<file path="src/rtl/sclp_pkg.sv">
package sclp_pkg;
  localparam int unsigned N_W    = 3;
  localparam int unsigned M_W    = 4;
  localparam int unsigned CFG_W  = 8;
  localparam int unsigned RATE_W = M_W + N_W;

  typedef struct packed {
    logic [M_W-1:0] m;
    logic [N_W-1:0] n;
  } rate_t;

  function automatic rate_t unpack_cfg(input logic [CFG_W-1:0] b);
    rate_t r;
    r.n = b[N_W-1:0];
    r.m = b[N_W+M_W-1:N_W];
    return r;
  endfunction
endpackage

</file>
<file path="src/rtl/sclp_cfg.sv">
module sclp_cfg
  import sclp_pkg::*;
#(
  parameter int unsigned DEF_M = 12,
  parameter int unsigned DEF_N = 2
) (
  input  logic             clk,
  input  logic             rst_n,
  input  logic             wr_en,
  input  logic [CFG_W-1:0] wr_data,
  input  logic             boundary,
  output logic [CFG_W-1:0] rd_data,
  output rate_t            act,
  output logic             restart
);
  localparam rate_t DEF_RATE = '{m: M_W'(DEF_M), n: N_W'(DEF_N)};

  rate_t cfg_q, cfg_d, act_q, act_d;
  logic  pend_q, pend_d;

  always_comb begin
    restart = boundary & pend_q;
    cfg_d   = wr_en ? unpack_cfg(wr_data) : cfg_q;
    pend_d  = wr_en | (pend_q & ~boundary);
    act_d   = restart ? cfg_q : act_q;
  end

  always_ff @(posedge clk or negedge rst_n) begin
    if (!rst_n) begin
      cfg_q  <= DEF_RATE;
      act_q  <= DEF_RATE;
      pend_q <= 1'b0;
    end else begin
      cfg_q  <= cfg_d;
      act_q  <= act_d;
      pend_q <= pend_d;
    end
  end

  assign rd_data = {{(CFG_W - RATE_W){1'b0}}, cfg_q};
  assign act     = act_q;
endmodule

</file>
<file path="src/rtl/sclp_prediv.sv">
module sclp_prediv
  import sclp_pkg::*;
(
  input  logic           clk,
  input  logic           rst_n,
  input  logic [N_W-1:0] n,
  input  logic           restart,
  output logic           tc
);
  localparam int unsigned CW   = (1 << N_W) + 1;
  localparam int unsigned SH_W = N_W + 1;

  logic [CW-1:0]   cnt_q, cnt_d, lim;
  logic [SH_W-1:0] shamt;

  always_comb begin
    shamt = {1'b0, n} + SH_W'(1);
    lim   = (CW'(1) << shamt) - CW'(1);
    tc    = (cnt_q == lim);
    cnt_d = (restart || tc) ? '0 : cnt_q + CW'(1);
  end

  always_ff @(posedge clk or negedge rst_n) begin
    if (!rst_n) cnt_q <= '0;
    else        cnt_q <= cnt_d;
  end
endmodule

</file>
<file path="src/rtl/sclp_ratediv.sv">
module sclp_ratediv
  import sclp_pkg::*;
(
  input  logic           clk,
  input  logic           rst_n,
  input  logic           en,
  input  logic           hold,
  input  logic           restart,
  input  logic [M_W-1:0] m,
  output logic           step
);
  logic [M_W-1:0] cnt_q, cnt_d;
  logic           adv;

  always_comb begin
    adv   = en & ~hold;
    step  = adv & (cnt_q == m);
    cnt_d = cnt_q;
    if (restart || step) cnt_d = '0;
    else if (adv)        cnt_d = cnt_q + M_W'(1);
  end

  always_ff @(posedge clk or negedge rst_n) begin
    if (!rst_n) cnt_q <= '0;
    else        cnt_q <= cnt_d;
  end
endmodule

</file>
<file path="src/rtl/sclp_phase.sv">
module sclp_phase #(
  parameter int unsigned HALF = 5
) (
  input  logic clk,
  input  logic rst_n,
  input  logic step,
  output logic boundary,
  output logic scl,
  output logic qtick
);
  localparam int unsigned STEPS = 2 * HALF;
  localparam int unsigned PH_W  = $clog2(STEPS);
  localparam int unsigned LAST  = STEPS - 1;
  localparam int unsigned MIDL  = HALF / 2;
  localparam int unsigned MIDH  = HALF + HALF / 2;

  logic [PH_W-1:0] ph_q, ph_d;
  logic            qt_q, qt_d;

  always_comb begin
    boundary = step & (ph_q == PH_W'(LAST));
    ph_d     = ph_q;
    if (step) ph_d = boundary ? '0 : ph_q + PH_W'(1);
    qt_d     = step & ((ph_q == PH_W'(MIDL - 1)) || (ph_q == PH_W'(MIDH - 1)));
  end

  always_ff @(posedge clk or negedge rst_n) begin
    if (!rst_n) begin
      ph_q <= '0;
      qt_q <= 1'b0;
    end else begin
      ph_q <= ph_d;
      qt_q <= qt_d;
    end
  end

  assign scl   = (ph_q >= PH_W'(HALF));
  assign qtick = qt_q;
endmodule

</file>
<file path="src/rtl/sclk_prescaler.sv">
module sclk_prescaler
  import sclp_pkg::*;
#(
  parameter int unsigned DEF_M = 12,
  parameter int unsigned DEF_N = 2,
  parameter int unsigned HALF  = 5
) (
  input  logic             clk,
  input  logic             rst_n,
  input  logic             cfg_we,
  input  logic [CFG_W-1:0] cfg_wdata,
  output logic [CFG_W-1:0] cfg_rdata,
  input  logic             scl_hold,
  output logic             qtick,
  output logic             qtick_hi,
  output logic             scl_ref
);
  rate_t act;
  logic  restart, boundary, pre_tc, step;

  sclp_cfg #(.DEF_M(DEF_M), .DEF_N(DEF_N)) u_cfg (
    .clk(clk), .rst_n(rst_n), .wr_en(cfg_we), .wr_data(cfg_wdata),
    .boundary(boundary), .rd_data(cfg_rdata), .act(act), .restart(restart)
  );

  sclp_prediv u_pre (
    .clk(clk), .rst_n(rst_n), .n(act.n), .restart(restart), .tc(pre_tc)
  );

  sclp_ratediv u_rate (
    .clk(clk), .rst_n(rst_n), .en(pre_tc), .hold(scl_hold),
    .restart(restart), .m(act.m), .step(step)
  );

  sclp_phase #(.HALF(HALF)) u_ph (
    .clk(clk), .rst_n(rst_n), .step(step), .boundary(boundary),
    .scl(scl_ref), .qtick(qtick)
  );

  assign qtick_hi = qtick & scl_ref;
endmodule

</file>
<file path="config.mk">
export PLATFORM = sky130hd
export DESIGN_NAME = sclk_prescaler
export DESIGN_NICKNAME = d
export VERILOG_FILES = /design/src/rtl/sclp_pkg.sv /design/src/rtl/sclp_cfg.sv /design/src/rtl/sclp_prediv.sv /design/src/rtl/sclp_ratediv.sv /design/src/rtl/sclp_phase.sv /design/src/rtl/sclk_prescaler.sv
export SDC_FILE = /design/constraint.sdc
export NUM_CORES = 1
export LEC_CHECK = 0
export ABC_AREA = 1
export CORE_MARGIN = 3
export CORE_UTILIZATION = 55
export CTS_BUF_LIST = sky130_fd_sc_hd__clkbuf_4
export DETAILED_ROUTE_END_ITERATION = 6
export PLACE_DENSITY = 0.85
export SYNTH_ARGS = -nofsm -noshare
export SYNTH_HDL_FRONTEND = slang
export SYNTH_HIERARCHICAL = 1
export SYNTH_SLANG_ARGS = --single-unit
</file>
<file path="constraint.sdc">
create_clock -name clk -period 7.8 [get_ports clk]
set_input_delay 0.78 -clock clk [delete_from_list [all_inputs] [get_ports clk]]
set_output_delay 0.78 -clock clk [all_outputs]
set_load 0.02 [all_outputs]
</file>
# Word level (Yosys, flattened, before mapping)
# Cells that the tools add are included.
# W data, S select, Z words.
# classes
n_reduce_logical	4
bitwise_logic	10
magnitude_cmp	1
shift	1
addsub	5
n_eq_ne	5
muxes	4
# ops
op	n
$mux W4	3
$add A9 B1 Y9 const B	1
$eq A9 B9 Y1	1
$mux W9	1
$shl A1 B4 Y9 const A	1
$sub A9 B2 Y9 const B	1
$add A4 B1 Y4 const B	2
$and A1 B1 Y1	7
$add A3 B1 Y4 const B	1
$eq A4 B1 Y1 const B	1
$eq A4 B3 Y1 const B	1
$eq A4 B4 Y1	1
$eq A4 B4 Y1 const B	1
$ge A4 B3 Y1 const B	1
$logic_or A1 B1 Y1	3
$not A1 Y1	2
$reduce_bool A2 Y1	1
$or A1 B1 Y1	1
# totals
word_cells	39
inputBits	12
regBits	33
out_inout_bits	11

# Logic depth before layout (Yosys ltp)
# Gate-level depths: netlist of run 1.
# logic_depth
ltp_word	10
ltp_mapped	27
mapped_depth_nobuf	25

# Modules after synthesis
# Netlist of run 1, hierarchy kept.
# modules_own_cells
mod	area_each_um2	instances	cells_per_inst	seq_area_each_um2
sclp_prediv	706.9	1	109	225.2
sclp_cfg	621.8	1	66	382.9
sclp_phase	310.3	1	38	125.1
sclp_ratediv	306.5	1	46	100.1
sclk_prescaler	7.5	1	2	0.0

# Worst setup path before layout of run 1
# OpenSTA, ideal clock, no wires.
# synth_path
path_kind	register -> register
from	register u_cfg.act_q (netlist bit u_cfg/act[0])
to	register u_pre.cnt_q[2]
stages_incl_launch_ff	28
setup_slack_ns	4.836
arrival_ns	2.844
required_ns	7.680
path_cell_list	dfrtp_1 -> buf_6 -> nor2_1 -> nand2_1 -> ha_1 -> inv_1 -> nand2_1 -> nand2_1 -> nand2_1 -> nand2_1 -> nand3_1 -> nor2_1 -> nand3_2 -> inv_1 -> inv_1 -> nor2_4 -> nand2_1 -> nor2_2 -> nand3_2 -> inv_1 -> nand4_2 -> inv_1 -> buf_4 -> nand2_4 -> inv_1 -> inv_1 -> nand2_4 -> nor2_1
# synth_between
elab_chain_cells	10
# synth_rtl
element	line	rtl
start, declared	sclp_cfg.sv:18	rate_t cfg_q, cfg_d, act_q, act_d;
start signal, assigned	sclp_cfg.sv:35	act_q <= act_d;
$add A3 B1 Y4	sclp_prediv.sv:17	shamt = {1'b0, n} + SH_W'(1);
$shl A1 B4 Y9	sclp_prediv.sv:18	lim = (CW'(1) << shamt) - CW'(1);
$sub A9 B2 Y9	sclp_prediv.sv:18	
$eq A9 B9 Y1	sclp_prediv.sv:19	tc = (cnt_q == lim);
via pre_tc	sclk_prescaler.sv:19	logic restart, boundary, pre_tc, step;
$and A1 B1 Y1	sclp_ratediv.sv:16	adv = en & ~hold;
$and A1 B1 Y1	sclp_ratediv.sv:17	step = adv & (cnt_q == m);
via step	sclk_prescaler.sv:19	
$and A1 B1 Y1	sclp_phase.sv:21	boundary = step & (ph_q == PH_W'(LAST));
via boundary	sclk_prescaler.sv:19	
$and A1 B1 Y1	sclp_cfg.sv:22	restart = boundary & pend_q;
via restart	sclk_prescaler.sv:19	
$logic_or A1 B1 Y1	sclp_prediv.sv:20	cnt_d = (restart || tc) ? '0 : cnt_q + CW'(1);
$mux W9	sclp_prediv.sv:20	
via u_pre.cnt_d[2]	sclp_prediv.sv:13	logic [CW-1:0] cnt_q, cnt_d, lim;
end signal, assigned	sclp_prediv.sv:25	else cnt_q <= cnt_d;
end, declared	sclp_prediv.sv:13	
# The timed path passes the listed nets, and every way through them passes these cells.
# A chain may end at the register's enable or synchronous reset.

# Worst setup path after layout of run 1
# layout_path
from	register u_cfg.act_q (netlist bit u_cfg/act[0])
to	register u_pre.cnt_q[7]
# The elaborated chain is that of the path after synthesis.

==> results_dict.tcl, run 1 <==
set metrics [dict create \
    critPathArrivalTime_ns 3.72 \
    start_util_pct 57.62 \
    hold_buffers 0 \
    htreeDepth 2 \
    grt_start_max_net_pins 34 \
    cts.clk_slew.worst_paths_ns 0.10 \
    clock_latency_ns 0.33 \
    status "completed" \
    via_count 1569 \
    ys_seq_area_share_pct 42.66 \
    setup_viol 0 \
    clock-sinks 33 \
    cpPeakStageDelay_ns 0.49 \
    finalHoldViolCount 0 \
    layout.cells.non_filler 331 \
    cts_buffers 5 \
    crit_path_start_kind "flip-flop" \
    final.min_clock_period_ns 3.493 \
    synth_simple_gate_area_share_pct 33.44 \
    post-cts-setup-buffer-count 0 \
    routed_via_density 4.740 \
    synth.distinct_cells 26 \
    synth_top_family_by_area "simple AND/OR/NAND/NOR gates" \
    die_w_um 65.59 \
    holdCritPathClass "reg -> reg" \
    avgRoutedWirePerCell_um 10.17 \
    antenna_found_initial 0 \
    drtIter0Drc 116 \
    grt_pass1_vias 1458 \
    tritoncts "built" \
    end_kind "flip-flop" \
    grt_usage_pct 17.82 \
    worst_path_most_repeated_cell "inv_1" \
    reg2reg_slack_ns 4.31 \
    cts-resized-gates 0 \
    core-area_um2 3390 \
    cts.path.max_buffers 2 \
    ys_seq_elements 33 \
    grt-ovfl-total 0 \
    pin_count 23 \
    post-route-period-util_pct 44.78 \
    slew_viol_final 0 \
    grt_pass1_wl_um 6030 \
    synth-xor-area-share_pct 3.587 \
    synthCells 261 \
    fin_tns_setup_ns 0 \
    drive_gt1_share_pct 10.53 \
    portBuffers 20 \
    synth_fa_ha_area_share_pct 4.484 \
    synth_flop_cell "dfrtp_1" \
    crit_path_max_fanout 10 \
    gp_congestion 0.8327 \
    drt_first_pass_iters 4 \
    yosys_warnings 6 \
    dp.cells 323 \
    syn-cell-area_um2 1953 \
    finalWirelength_um 3366 \
    synthMuxAreaShare_pct 0 \
    criticalPathCategory "reg -> reg" \
    antenna_cells 0 \
    avgSynthCellArea_um2 7.483 \
    synthArstFlopShare_pct 100.0 \
    final.setup_skew_ns 0.006046 \
    die-area_um2 4302 \
    syn-num-nets 280 \
    required_ns 8.02 \
    finalNetCount 303 \
    rows 21 \
    synth-compound-area-share_pct 4.484 \
    rsz0062_at_grt "false" \
    p_leak_uw 0.001141 \
    clockRootBuffer "clkbuf_4" \
    ant_nets 0 \
    crit_slowest_cell "dfrtp_1" \
    synth_edf_count 0 \
    cap_violations 0 \
    syn_to_final_growth_pct 13.84 \
    vdd_drop_max_v 0.0001235 \
    dp_hpwl_um 2589 \
    max_freq_mhz 286.3 \
    power_density_nw_per_um2 186.5 \
    die_h_um 65.59 \
    power_uw 414.7 \
    drc 0 \
]
path summary, 6_finish.rpt:
check / startpoint / cells after the start / endpoint
setup / recovery: u_cfg/act[0] / 25 / u_pre/cnt_q[7]
hold / removal: u_cfg/act[5] / 2 / u_cfg/act[5]
setup reg to reg: u_cfg/act[0] / 25 / u_pre/cnt_q[7]
hold reg to reg: u_cfg/act[5] / 2 / u_cfg/act[5]
max in group asynchronous: rst_n / 2 / u_cfg/rd_data[1]
min in group asynchronous: rst_n / 2 / u_rate/cnt_q[2]
synth_stat cells (4+ instances only):
cell     instances  share of area, %
nand2_1         72                14
xor2_1           7               3.1
o21ai_0         14               3.6
nor2_2           4               1.3
dfrtp_1         27                35
nand3_1         25               6.4
dfstp_2          6               8.1
nor2_1          25               4.8
ha_1             7               4.5
nand4_1          4               1.3
inv_1           42               8.1
layout make-up:
class,count,area (µm²)
Sequential cell,33,833.3
Clock buffer,5,37.54
Inverter,45,168.9
Multi-Input combinational cell,178,905.9
Fill cell,297,1166
Clock inverter,3,12.51
Timing Repair Buffer,21,207.7
Tap cell,46,57.56
worst max-delay path: cells and delay by family, from the launching register on:
family                   cells  cell delay [ns]
buffers and inverters        7             0.95
flip-flops                   1             0.49
AND/OR/NAND/NOR             17             1.70
adder cells (fa/ha/maj)      1             0.24
kinds of logic (layout without fill, tap and decap cells):
group,after synthesis,in the layout
xor+xnor,8,8
flops,33,33
buf+inv,50,74
fa+ha+maj,7,7
simple gates,144,144
compound gates,17,17
other cells,2,2
power breakdown:
part | internal, µW | switching [µW] | leakage, µW
sequential | 197 | 30.2 | 0.000413
combinational | 44.4 | 55.6 | 0.000698
clock | 32.5 | 55.1 | 0.0000300
total | 274 | 141 | 0.00114
state kept, by name, summed over array words and instances, names as in the netlist:
register	count
u_cfg/rd_data	7
u_pre/cnt_q	9
u_cfg/act	7
u_ph/ph_q	4
u_rate/cnt_q	4
u_ph/qtick	1
u_cfg/pend_q	1
per-layer routing:
metal / share of wire (%) / track usage (%) / wire length, µm
met1: 47 / 22.90 / 1592
met2: 49 / 30.09 / 1634
met3: 2.7 / 3.077 / 92
met4: 1.4 / 6.477 / 47
met5: 0 / 0 / 0
through the flow:
step | worst slack [ns] | area (µm²) | util, % | hold slack [ns]
2_1_floorplan | 4.836 | 1953 | - | 0.4419
3_3_place_gp | 4.372 | 2173 | 64.12 | 0.4552
3_5_place_dp | 4.321 | 2173 | 64.12 | 0.4639
4_1_cts | 4.303 | 2223 | 65.60 | 0.4791
5_1_grt | 3.756 | 2223 | 65.60 | 0.4966
6_report | 4.307 | 2223 | 65.60 | 0.4758
cell usage in the layout, fill, tap and decap left out, drive strengths merged:
cell type / n
a21oi: 2
buf: 1
clkbuf: 5
clkdlybuf4s50: 20
clkinv: 3
conb: 2
dfrtp: 27
dfstp: 6
ha: 7
inv: 45
nand2: 77
nand3: 27
nand3b: 1
nand4: 5
nor2: 30
nor3: 3
o21ai: 14
o21bai: 1
or2: 1
xnor2: 1
xor2: 7
No activity file was read; power rests on OpenSTA's default activity.
==> inputs of run 2 (changes only) <==
==> constraint.sdc (replaced) <==
create_clock -name clk -period 3.3 [get_ports clk]
set_input_delay 0.33 -clock clk [delete_from_list [all_inputs] [get_ports clk]]
set_output_delay 0.33 -clock clk [all_outputs]
set_load 0.02 [all_outputs]
==> results_dict.tcl, run 2 (synthesis gave the netlist of run 1 again) <==
set metrics [dict create \
    start_util_pct 57.62 \
    end_kind "flip-flop" \
    dp_hpwl_um 2643 \
    p_sw_uw 346.8 \
    cpPeakStageDelay_ns 0.40 \
    crit_path_max_fanout 9 \
    rows 21 \
    setup_viol 0 \
    met1_length_um 1639 \
    reg2reg_depth 23 \
    grt-ovfl-total 0 \
    grt_pass1_vias 1504 \
    via_count 1667 \
    avgRoutedWirePerCell_um 10.37 \
    clockRootBuffer "clkbuf_4" \
    wl_met3_um 117 \
    cts.clk_slew.worst_paths_ns 0.11 \
    required_ns 3.53 \
    grt_pass1_wl_um 6244 \
    pin_count 23 \
    worst_path_most_repeated_cell "inv_1" \
    drc 0 \
    rsz0062_at_grt "false" \
    final.min_clock_period_ns 2.989 \
    reg2reg_slack_ns 0.31 \
    combPwrFrac_pct 23.8 \
    largest_reg_flops 9 \
    cts.path.max_buffers 2 \
    die_w_um 65.59 \
    pwr-share-seq_pct 53.5 \
    layout_commonest_cell "nand2_1" \
    antenna_cells 0 \
    routed.top_layer "met4" \
    crit_path_start_kind "flip-flop" \
    grt_usage_pct 18.65 \
    crit_buf_inv 6 \
    clock_latency_ns 0.34 \
    core-area_um2 3390 \
    die_h_um 65.59 \
    hold_slack_ns 0.3759 \
    finalHoldViolCount 0 \
    r2r_start "u_cfg/act[1]" \
    finalWirelength_um 3483 \
    critPathArrivalTime_ns 3.22 \
    fin_util_pct 67.15 \
    fin_tns_setup_ns 0 \
    antenna_found_initial 0 \
    multi_input_area_um2 910.9 \
    vdd_drop_max_v 0.0003305 \
    portBuffers 20 \
    cap_violations 0 \
    ant_nets 0 \
    drt_first_pass_iters 4 \
    seqCellArea_um2 833.3 \
    drive_gt1_share_pct 14.14 \
    met2_wirelength_um 1686 \
    critical_path.top_delay_family "simple AND/OR/NAND/NOR gates" \
    drtIter0Drc 128 \
    clockPowerShare_pct 22.7 \
    p_int_uw 652.8 \
    setup_slack_ns 0.3111 \
    finalNetCount 308 \
    cts_buffers 5 \
    grt_start_max_net_pins 34 \
    syn_to_final_growth_pct 16.53 \
    die-area_um2 4302 \
    tritoncts "built" \
    htreeDepth 2 \
    post-route-period-util_pct 90.57 \
    top_register "u_pre/cnt_q" \
    gp_congestion 0.8309 \
    criticalPathCategory "reg -> reg" \
    final.setup_skew_ns 0.01042 \
    holdCritPathClass "in -> async" \
    post-place-ws_ns 0.1618 \
    nFillCells 281 \
    path_cells "nor2_2 > nand2_1 > ha_2 > or2_2 > nand3_1 > nor2_1 > nand3_1 > nor2_1 > nand3_2 > inv_1 > inv_1 > nor2_4 > nand2_1 > nor2_2 > nand3_2 > inv_1 > nand4_2 > inv_2 > nand2_4 > inv_1 > inv_1 > nand2_4 > nor2_1" \
    most-common-layout-cells "nand2_1, inv_1, dfrtp_1, nand3_1, nor2_1" \
    slew_viol_final 0 \
    power_density_nw_per_um2 439.2 \
    p_leak_uw 0.001158 \
    p_sw_share_pct 34.70 \
    crit_slowest_cell "dfstp_2" \
    clock-sinks 33 \
    routed_via_density 4.961 \
    regToRegEndpoint "u_pre/cnt_q[3]" \
    status "completed" \
    max_freq_mhz 334.6 \
]
## run 2: cell types whose count changed in the layout (fill, tap and decap cells not counted), sizes merged
cell	previous run	this run
clkinv	3	0
buf	1	6
clkinvlp	0	3
## run 2: worst max-delay path by stage
stage | cells after the start | slack, ns | from | endpoint
floorplan | 27 | 0.34 | u_cfg/act[0] | u_pre/cnt_q[2]
global placement | 25 | 0.20 | u_cfg/act[1] | u_pre/cnt_q[2]
detailed placement | 24 | 0.16 | u_cfg/act[1] | u_pre/cnt_q[8]
CTS | 24 | 0.13 | u_cfg/act[1] | u_pre/cnt_q[4]
global route | 24 | 0.03 | u_cfg/act[1] | u_pre/cnt_q[1]
finish | 23 | 0.31 | u_cfg/act[1] | u_pre/cnt_q[3]
## run 2: power groups by stage
| stage | clock network [µW] | registers [µW] | logic, µW |
|---|---|---|---|
| after floorplan | 0 | 535 | 165 |
| after global placement | 0 | 538 | 229 |
| after detailed placement | 0 | 542 | 237 |
| after CTS | 236 | 534 | 239 |
| after global routing | 257 | 548 | 276 |
| final | 226 | 535 | 238 |
## run 2: cell type report
class / count / share of cell area [%]
repair buffers: 26 / 10.78
multi-input cells: 178 / 40.02
clock buffers: 5 / 1.649
inverters: 45 / 7.422
well taps: 46 / 2.529
clock inverters: 3 / 0.9896
flip-flops and latches: 33 / 36.61
## run 2: stage by stage
step | instances | area (µm²) | total power (µW)
detailed placement | 327 | 2203 | 779.3
CTS | 335 | 2263 | 1009
global route | 336 | 2276 | 1082
global placement | 327 | 2203 | 767.1
floorplan | 261 | 1953 | 700.2
finish | 336 | 2276 | 999.7
## run 2: repair_timing
action,4_1_cts,5_1_grt
endpoints found under the setup margin,0,22
hold buffers,0,0
buffers inserted,0,1
resized for setup,0,4
## run 2: routing by layer
metal,global-route usage (%),vias up
met5,0,-
met4,5.181,0
met3,5.128,4
met2,31.48,27
met1,23.38,776
li1,-,860
==> inputs of run 3 (changes only) <==
--- a/config.mk
+++ b/config.mk
@@ -6,6 +6,7 @@
 export NUM_CORES = 1
 export LEC_CHECK = 0
 export ABC_AREA = 1
+export CAP_MARGIN = 20
 export CORE_MARGIN = 3
 export CORE_UTILIZATION = 55
 export CTS_BUF_LIST = sky130_fd_sc_hd__clkbuf_4
==> results of run 3 <==
Final layout, timing and power as in run 2 (identical DEF).
